<file path="config.mk">
export PLATFORM = sky130hd
export DESIGN_NAME = sram_cycle_ctrl
export DESIGN_NICKNAME = d
export VERILOG_FILES = /design/src/rtl/sramc_pkg.sv /design/src/rtl/sramc_timer.sv /design/src/rtl/sramc_fsm.sv /design/src/rtl/sramc_bus_io.sv /design/src/rtl/sram_cycle_ctrl.sv
export SDC_FILE = /design/constraint.sdc
export NUM_CORES = 1
export LEC_CHECK = 0
export BUFFER_PORTS_ARGS = -buffer_cell sky130_fd_sc_hd__buf_4
export CORE_MARGIN = 2
export CORE_UTILIZATION = 40
export DETAILED_ROUTE_END_ITERATION = 16
export GPL_TIMING_DRIVEN = 1
export PLACE_DENSITY = 0.7
export SETUP_SLACK_MARGIN = 0.3
export SLEW_MARGIN = 40
export SYNTH_ARGS = -nofsm -noshare
export SYNTH_HDL_FRONTEND = slang
export SYNTH_SLANG_ARGS = --single-unit
</file>
<file path="constraint.sdc">
create_clock -name clk -period 2.1 [get_ports clk]
set_input_delay 0.315 -clock clk [delete_from_list [all_inputs] [get_ports clk]]
set_output_delay 0.315 -clock clk [all_outputs]
set_load 0.02 [all_outputs]
</file>
<file path="src/rtl/sramc_pkg.sv">
package sramc_pkg;

   typedef enum logic [2:0] {
      ST_IDLE,
      ST_RACC,
      ST_RCAP,
      ST_TURN,
      ST_WSET,
      ST_WPUL,
      ST_WREC
   } sramc_state_e;

   function automatic int unsigned win_cyc(input int unsigned ns, input int unsigned clk_ns);
      int unsigned c;
      c = (ns + clk_ns - 1) / clk_ns;
      return (c == 0) ? 1 : c;
   endfunction

   function automatic int unsigned umax(input int unsigned a, input int unsigned b);
      return (a > b) ? a : b;
   endfunction

endpackage

</file>
<file path="src/rtl/sramc_timer.sv">
module sramc_timer #(
   parameter int unsigned CNT_W = 2
) (
   input  logic             clk,
   input  logic             rst_n,
   input  logic             load,
   input  logic [CNT_W-1:0] ld_val,
   output logic             zero
);
   logic [CNT_W-1:0] cnt_q;

   always_ff @(posedge clk or negedge rst_n) begin
      if (!rst_n)           cnt_q <= '0;
      else if (load)        cnt_q <= ld_val;
      else if (cnt_q != 0)  cnt_q <= cnt_q - 1'b1;
   end

   assign zero = (cnt_q == '0);
endmodule

</file>
<file path="src/rtl/sramc_fsm.sv">
module sramc_fsm
   import sramc_pkg::*;
#(
   parameter int unsigned CNT_W   = 2,
   parameter int unsigned AA_CYC  = 2,
   parameter int unsigned SET_CYC = 1,
   parameter int unsigned PUL_CYC = 1,
   parameter int unsigned REC_CYC = 1,
   parameter int unsigned HZ_CYC  = 1
) (
   input  logic             clk,
   input  logic             rst_n,
   input  logic             req,
   input  logic             wr,
   input  logic             zero,
   output sramc_state_e     state,
   output logic             load,
   output logic [CNT_W-1:0] ld_val,
   output logic             accept,
   output logic             cap_en,
   output logic             ready
);
   sramc_state_e state_q, nxt;
   logic         last_rd_q;

   always_comb begin
      nxt = state_q;
      unique case (state_q)
         ST_IDLE: if (req) nxt = wr ? (last_rd_q ? ST_TURN : ST_WSET) : ST_RACC;
         ST_RACC: if (zero) nxt = ST_RCAP;
         ST_RCAP: if (zero) nxt = ST_IDLE;
         ST_TURN: if (zero) nxt = ST_WSET;
         ST_WSET: if (zero) nxt = ST_WPUL;
         ST_WPUL: if (zero) nxt = ST_WREC;
         ST_WREC: if (zero) nxt = ST_IDLE;
         default: nxt = ST_IDLE;
      endcase
   end

   always_comb begin
      unique case (nxt)
         ST_RACC: ld_val = CNT_W'(AA_CYC - 1);
         ST_TURN: ld_val = CNT_W'(HZ_CYC - 1);
         ST_WSET: ld_val = CNT_W'(SET_CYC - 1);
         ST_WPUL: ld_val = CNT_W'(PUL_CYC - 1);
         ST_WREC: ld_val = CNT_W'(REC_CYC - 1);
         default: ld_val = '0;
      endcase
   end

   always_ff @(posedge clk or negedge rst_n) begin
      if (!rst_n) begin
         state_q   <= ST_IDLE;
         last_rd_q <= 1'b0;
      end else begin
         state_q <= nxt;
         if (state_q == ST_RCAP && zero)      last_rd_q <= 1'b1;
         else if (state_q == ST_WREC && zero) last_rd_q <= 1'b0;
      end
   end

   assign state  = state_q;
   assign load   = (nxt != state_q);
   assign ready  = (state_q == ST_IDLE);
   assign accept = ready && req;
   assign cap_en = (state_q == ST_RACC) && zero;
endmodule

</file>
<file path="src/rtl/sramc_bus_io.sv">
module sramc_bus_io
   import sramc_pkg::*;
#(
   parameter int unsigned ADDR_W = 15,
   parameter int unsigned DATA_W = 8
) (
   input  logic              clk,
   input  logic              rst_n,
   input  sramc_state_e      state,
   input  logic              cap_en,
   input  logic [ADDR_W-1:0] addr_q,
   input  logic [DATA_W-1:0] wdata_q,
   input  logic [DATA_W-1:0] mem_din,
   output logic              mem_ce_n,
   output logic              mem_oe_n,
   output logic              mem_we_n,
   output logic [ADDR_W-1:0] mem_addr,
   output logic [DATA_W-1:0] mem_dout,
   output logic              mem_dout_en,
   output logic [DATA_W-1:0] rdata
);
   always_comb begin
      mem_ce_n    = 1'b1;
      mem_oe_n    = 1'b1;
      mem_we_n    = 1'b1;
      mem_dout_en = 1'b0;
      unique case (state)
         ST_RACC: begin mem_ce_n = 1'b0; mem_oe_n = 1'b0; end
         ST_RCAP: mem_ce_n = 1'b0;
         ST_WSET: begin mem_ce_n = 1'b0; mem_dout_en = 1'b1; end
         ST_WPUL: begin mem_ce_n = 1'b0; mem_we_n = 1'b0; mem_dout_en = 1'b1; end
         ST_WREC: mem_dout_en = 1'b1;
         default: ;
      endcase
   end

   assign mem_addr = addr_q;
   assign mem_dout = wdata_q;

   always_ff @(posedge clk or negedge rst_n) begin
      if (!rst_n)      rdata <= '0;
      else if (cap_en) rdata <= mem_din;
   end
endmodule

</file>
<file path="src/rtl/sram_cycle_ctrl.sv">
module sram_cycle_ctrl
   import sramc_pkg::*;
#(
   parameter int unsigned ADDR_W  = 15,
   parameter int unsigned DATA_W  = 8,
   parameter int unsigned CLK_NS  = 10,
   parameter int unsigned T_AA_NS = 15,
   parameter int unsigned T_OE_NS = 7,
   parameter int unsigned T_WC_NS = 15,
   parameter int unsigned T_WP_NS = 9,
   parameter int unsigned T_CW_NS = 10,
   parameter int unsigned T_AW_NS = 10,
   parameter int unsigned T_DW_NS = 8,
   parameter int unsigned T_AS_NS = 0,
   parameter int unsigned T_HZ_NS = 4
) (
   input  logic              clk,
   input  logic              rst_n,
   input  logic              host_req,
   input  logic              host_wr,
   input  logic [ADDR_W-1:0] host_addr,
   input  logic [DATA_W-1:0] host_wdata,
   output logic              host_ready,
   output logic [DATA_W-1:0] host_rdata,
   output logic              mem_ce_n,
   output logic              mem_oe_n,
   output logic              mem_we_n,
   output logic [ADDR_W-1:0] mem_addr,
   output logic [DATA_W-1:0] mem_dout,
   input  logic [DATA_W-1:0] mem_din,
   output logic              mem_dout_en
);
   localparam int unsigned AA_CYC  = win_cyc(umax(T_AA_NS, T_OE_NS), CLK_NS);
   localparam int unsigned SET_CYC = win_cyc(T_AS_NS, CLK_NS);
   localparam int unsigned PUL_CYC = win_cyc(umax(umax(T_WP_NS, T_DW_NS), umax(T_CW_NS, T_AW_NS)), CLK_NS);
   localparam int unsigned WC_CYC  = win_cyc(T_WC_NS, CLK_NS);
   localparam int unsigned REC_CYC = (WC_CYC > SET_CYC + PUL_CYC) ? WC_CYC - SET_CYC - PUL_CYC : 1;
   localparam int unsigned HZ_CYC  = win_cyc(T_HZ_NS, CLK_NS);
   localparam int unsigned MAX_CYC = umax(umax(AA_CYC, PUL_CYC), umax(umax(REC_CYC, HZ_CYC), SET_CYC));
   localparam int unsigned CNT_W   = (MAX_CYC > 1) ? $clog2(MAX_CYC) : 1;

   initial begin
      assert (ADDR_W > 0 && DATA_W > 0) else $error("sram_cycle_ctrl: widths must be nonzero");
      assert (CLK_NS > 0) else $error("sram_cycle_ctrl: clock period must be nonzero");
   end

   sramc_state_e      state;
   logic              load, zero, accept, cap_en;
   logic [CNT_W-1:0]  ld_val;
   logic [ADDR_W-1:0] addr_q;
   logic [DATA_W-1:0] wdata_q;

   always_ff @(posedge clk or negedge rst_n) begin
      if (!rst_n) begin
         addr_q  <= '0;
         wdata_q <= '0;
      end else if (accept) begin
         addr_q  <= host_addr;
         wdata_q <= host_wdata;
      end
   end

   sramc_timer #(.CNT_W(CNT_W)) u_timer (
      .clk    (clk),
      .rst_n  (rst_n),
      .load   (load),
      .ld_val (ld_val),
      .zero   (zero)
   );

   sramc_fsm #(
      .CNT_W   (CNT_W),
      .AA_CYC  (AA_CYC),
      .SET_CYC (SET_CYC),
      .PUL_CYC (PUL_CYC),
      .REC_CYC (REC_CYC),
      .HZ_CYC  (HZ_CYC)
   ) u_fsm (
      .clk    (clk),
      .rst_n  (rst_n),
      .req    (host_req),
      .wr     (host_wr),
      .zero   (zero),
      .state  (state),
      .load   (load),
      .ld_val (ld_val),
      .accept (accept),
      .cap_en (cap_en),
      .ready  (host_ready)
   );

   sramc_bus_io #(.ADDR_W(ADDR_W), .DATA_W(DATA_W)) u_bus (
      .clk         (clk),
      .rst_n       (rst_n),
      .state       (state),
      .cap_en      (cap_en),
      .addr_q      (addr_q),
      .wdata_q     (wdata_q),
      .mem_din     (mem_din),
      .mem_ce_n    (mem_ce_n),
      .mem_oe_n    (mem_oe_n),
      .mem_we_n    (mem_we_n),
      .mem_addr    (mem_addr),
      .mem_dout    (mem_dout),
      .mem_dout_en (mem_dout_en),
      .rdata       (host_rdata)
   );
endmodule

</file>
### Word-level counts from Yosys, hierarchy flattened

Cells that the tools add are included.
Widths: inputs -> output; s select.

* $add $sub $neg: 1
* reductions and logical operators: 9
* muxes and demuxes: 18
* bitwise gates (word level): 1
* eq/ne operators: 8

Operator list (number)
* $mux 3: 8
* $pmux 3 s6: 1
* $eq 3x3->1 const B: 3
* $mux 1: 9
* $eq 3x1->1 const B: 2
* $eq 3x2->1 const B: 2
* $logic_and 1x1->1: 4
* $reduce_or 4->1: 1
* $logic_not 3->1: 1
* $ne 3x3->1: 1
* $reduce_or 3->1: 1
* $reduce_bool 2->1: 1
* $reduce_or 2->1: 1
* $not 1->1: 1
* $sub 1x1->1 const B: 1

* register bits: 36
* output and inout port bits: 36

### Longest topological paths before layout

* depth in word-level cells: 7
* mapped depth: 4

### Modules after synthesis

A second synthesis with hierarchy kept.

* cells, all modules: 130
* area, all modules: 1769.2 µm²

By module, submodules not included
* sram_cycle_ctrl: instances 1, cells an instance 48, area an instance 857.1 µm², seq. area each 575.6 µm²
* sramc_bus_io: instances 1, cells an instance 45, area an instance 540.5 µm², seq. area each 200.2 µm²
* sramc_fsm: instances 1, cells an instance 34, area an instance 336.6 µm², seq. area each 100.1 µm²
* sramc_timer: instances 1, cells an instance 3, area an instance 35.0 µm², seq. area each 25.0 µm²

### Least setup slack after synthesis

Ideal clock, no wire load.

* kind: register to output
* from: reg u_fsm.state_q[0], in the netlist u_fsm.state[0]
* to: out mem_oe_n
* path buffers: 1
* arrival: 1212 ps
* cell stages (with the launch flop): 3
* setup slack: 573 ps
* cells stage by stage: dfrtp_1 -> clkbuf_1 -> or3b_2

* cells in the longest elaborated chain, start to end: 2

RTL lines
* start, declared: RTL line sramc_fsm.sv:23 `sramc_state_e state_q, nxt;`
* start signal, assigned: RTL line sramc_fsm.sv:56 `state_q <= nxt;`
* $eq 3x1->1: RTL line sramc_bus_io.sv:27 `unique case (state)`
* $mux 1: RTL line sramc_bus_io.sv:27
* end, declared: RTL line sram_cycle_ctrl.sv:26 `output logic mem_oe_n,`

Every way passes these cells.

### Final worst setup path

Same ends and word-level chain as after synthesis.

==> run metrics <==
Critical Path RT=roughly 1.8 ns; clk sinks=36; Switch Pwr=1.35 mW; delay-heaviest family, CP=flip-flops; maximum vdd drop=680 uV; final hold viol count=0; drt drc=0; arrival time worst endpoint=1.43 ns; iteration count of the initial detailed-routing pass=4; CTS tree=done; final period utilization=0.830; Initial Utilization=0.413; largest net degree at the start of global routing=37; I/O Pins=71; Post-DRT Antenna Nets=0; Clock power frac=0.120; status=completed; Gate power share=0.516; CP Capture Type=output port; Leakage=slightly above 1 nW; Reg clk slew, reported paths=around 0.06 ns; most frequent cells in the layout=buf_4 (74), dfrtp_1 (33), mux2_2 (31); Peak Freq=about 570 MHz; Vias/cell=approximately 4.7; final design instance area without fill=about 2200 sq um; Synth Register Bits=36; Critical Path Max Stage Delay=~0.51 ns; Initial DRC Count=33; Wirelength per Cell=13.6 microns; Area Overhead vs Synth=44.3%; Slew @ Worst Pin=about 0.43 ns; Max Buffers Root-to-Sink=2; vias in the first global route=roughly 1,100; hpwl dp=around 2200 microns; Max-Cap Viols=0; layout cells sized above 1=0.648; Util after Layout=0.596; post-synthesis sequential area ratio=0.600; Pint=roughly 2.2 mW; fin. max-slew vios=0; Die Height=around 65 microns; Final Wtd Congestion=roughly 0.87; share of power burned in registers=0.365; width of the die=65.3 microns; cells after synthesis=~100; first-pass GRT wire length=between 4000 and 5000 microns; commonest non-fill, non-tap cell in the layout=buf_4; syn_area_per_cell=14.4 sq um; DP Area=roughly 2100 sq um; clk_skew=0.00399 ns; Netlist cell types=24; slowest cell on the critical path=dfrtp_2; pwr dens=roughly 1600 nW/um^2; crit path max fanout=15; via count=approximately 1,100; total power=3.55 mW; Tot GR Track Use=0.158; nets@finish=216; critical path class=register to output port; root buffer cell=clkbuf_8; total CTS buffers=5; input/output buffers=70; Hold/Removal Path Class=primary input to register; yosys warns=0; final WL=3100 microns; Sw Ratio=0.381; setup TNS=0 ns; GRT overflow=0; Std-Cell Rows=22; slew margin rel.=0.711; mapped cell area=roughly 1500 sq um; DIE AREA=approximately 4300 sq um; Worst setup SP type=register; RSZ-0062 raised after global routing=false; core area=around 3600 sq um; initial antenna violation count=0; M1 WL=between 1000 and 1500 microns; Hold WS=around 0.26 ns; Inserted Diodes=0; CP Buf/Inv Count=1; endpoints failing setup=0; syn_nets=139; post-route minimum period=roughly 1.7 ns; CTS H-tree depth=2; metal3 WL=between 150 and 200 microns; crit path cell chain=or3b_2 -> buf_4; Top Metal Used=met4; met2 routed WL=between 1500 and 2000 microns; clock latency on the worst-skew pair=~0.28 ns
[final timing paths]
path	from	endpoint	slack [ns]	cells past startpoint
min in group asynchronous	rst_n	wdata_q[4]	0.54	2
max in group asynchronous	rst_n	u_fsm.state[2]	1.23	2
hold / removal	mem_din[7]	u_bus.rdata[7]	0.26	2
setup reg to reg	u_fsm.state[0]	wdata_q[5]	0.50	3
setup / recovery	u_fsm.state[0]	mem_oe_n	0.36	2
hold reg to reg	addr_q[8]	addr_q[8]	0.51	1
[power groups by stage]
stage                     registers [mW]  clock network (mW)  logic, mW
after CTS                           1.32               0.444       1.80
after global routing                1.35               0.474       1.96
after global placement              1.30                   0       1.76
after detailed placement            1.32                   0       1.80
after floorplan                     1.63                   0      0.746
final                               1.30               0.425       1.83
[per-layer routing]
metal | GRT usage | up-vias
li1 | - | 524
met3 | 0.0462 | 7
met1 | 0.179 | 508
met2 | 0.264 | 38
met4 | 0.0938 | 0
met5 | 0 | -
[sequential cells by signal, indices dropped and copies added (netlist names)]
name and flops:
addr_q 15, u_bus.rdata 8, u_fsm.last_rd_q 1, u_fsm.state 3, u_timer.cnt_q 1, wdata_q 8
[synthesized netlist by cell type]
cell,instances,area share
a21boi_0,1,0.0050
a21oi_1,3,0.010
a22oi_1,1,0.0050
a31oi_1,1,0.0042
and2_1,2,0.0083
buf_6,2,0.015
clkbuf_1,3,0.0075
dfrtp_1,36,0.60
inv_1,2,0.0050
mux2_2,31,0.23
nand2_1,2,0.0050
nand2b_1,3,0.013
nand3b_1,2,0.010
nand4_1,1,0.0042
nor2_1,3,0.0075
nor3_1,1,0.0033
nor3_4,1,0.011
nor4b_4,1,0.016
o21ai_0,2,0.0067
o21ai_1,1,0.0033
o221ai_1,2,0.012
o31ai_1,1,0.0050
or3b_2,1,0.0058
xor2_1,1,0.0058
[cell type report]
type                       count  area, sq um
timing repair buffer          75          566
sequential                    36          905
inverter                       2         7.51
fill                         323         1470
tap                           48         60.1
clock buffer                   5         68.8
multi-input combinational     61          559
[cell families (layout without fill, tap and decap cells)]
family | after synthesis | after routing | share of synthesized area
multiplexers | 31 | 31 | 0.232
AO/OA/AOI/OAI | 12 | 12 | 0.0508
AND/OR/NAND/NOR | 17 | 17 | 0.0833
buffers and inverters | 7 | 82 | 0.0275
flip-flops | 36 | 36 | 0.600
XOR/XNOR | 1 | 1 | 0.00583
[metrics by stage]
stage | instances | setup WS [ns]
after floorplan | 104 | 0.573
after global placement | 218 | 0.450
after detailed placement | 218 | 0.389
after CTS | 224 | 0.319
after global routing | 227 | 0.299
final | 227 | 0.358
[repair_timing]
| item | CTS | global route |
|---|---|---|
| hold buffers | 1 | 0 |
| setup buffers | 0 | 3 |
| endpoints found under the setup margin | 1 | 2 |
| endpoints found under the hold margin | 36 | 0 |
| cloned | 0 | 0 |
| resized for setup | 2 | 1 |
No activity file was read; power rests on OpenSTA's default activity.
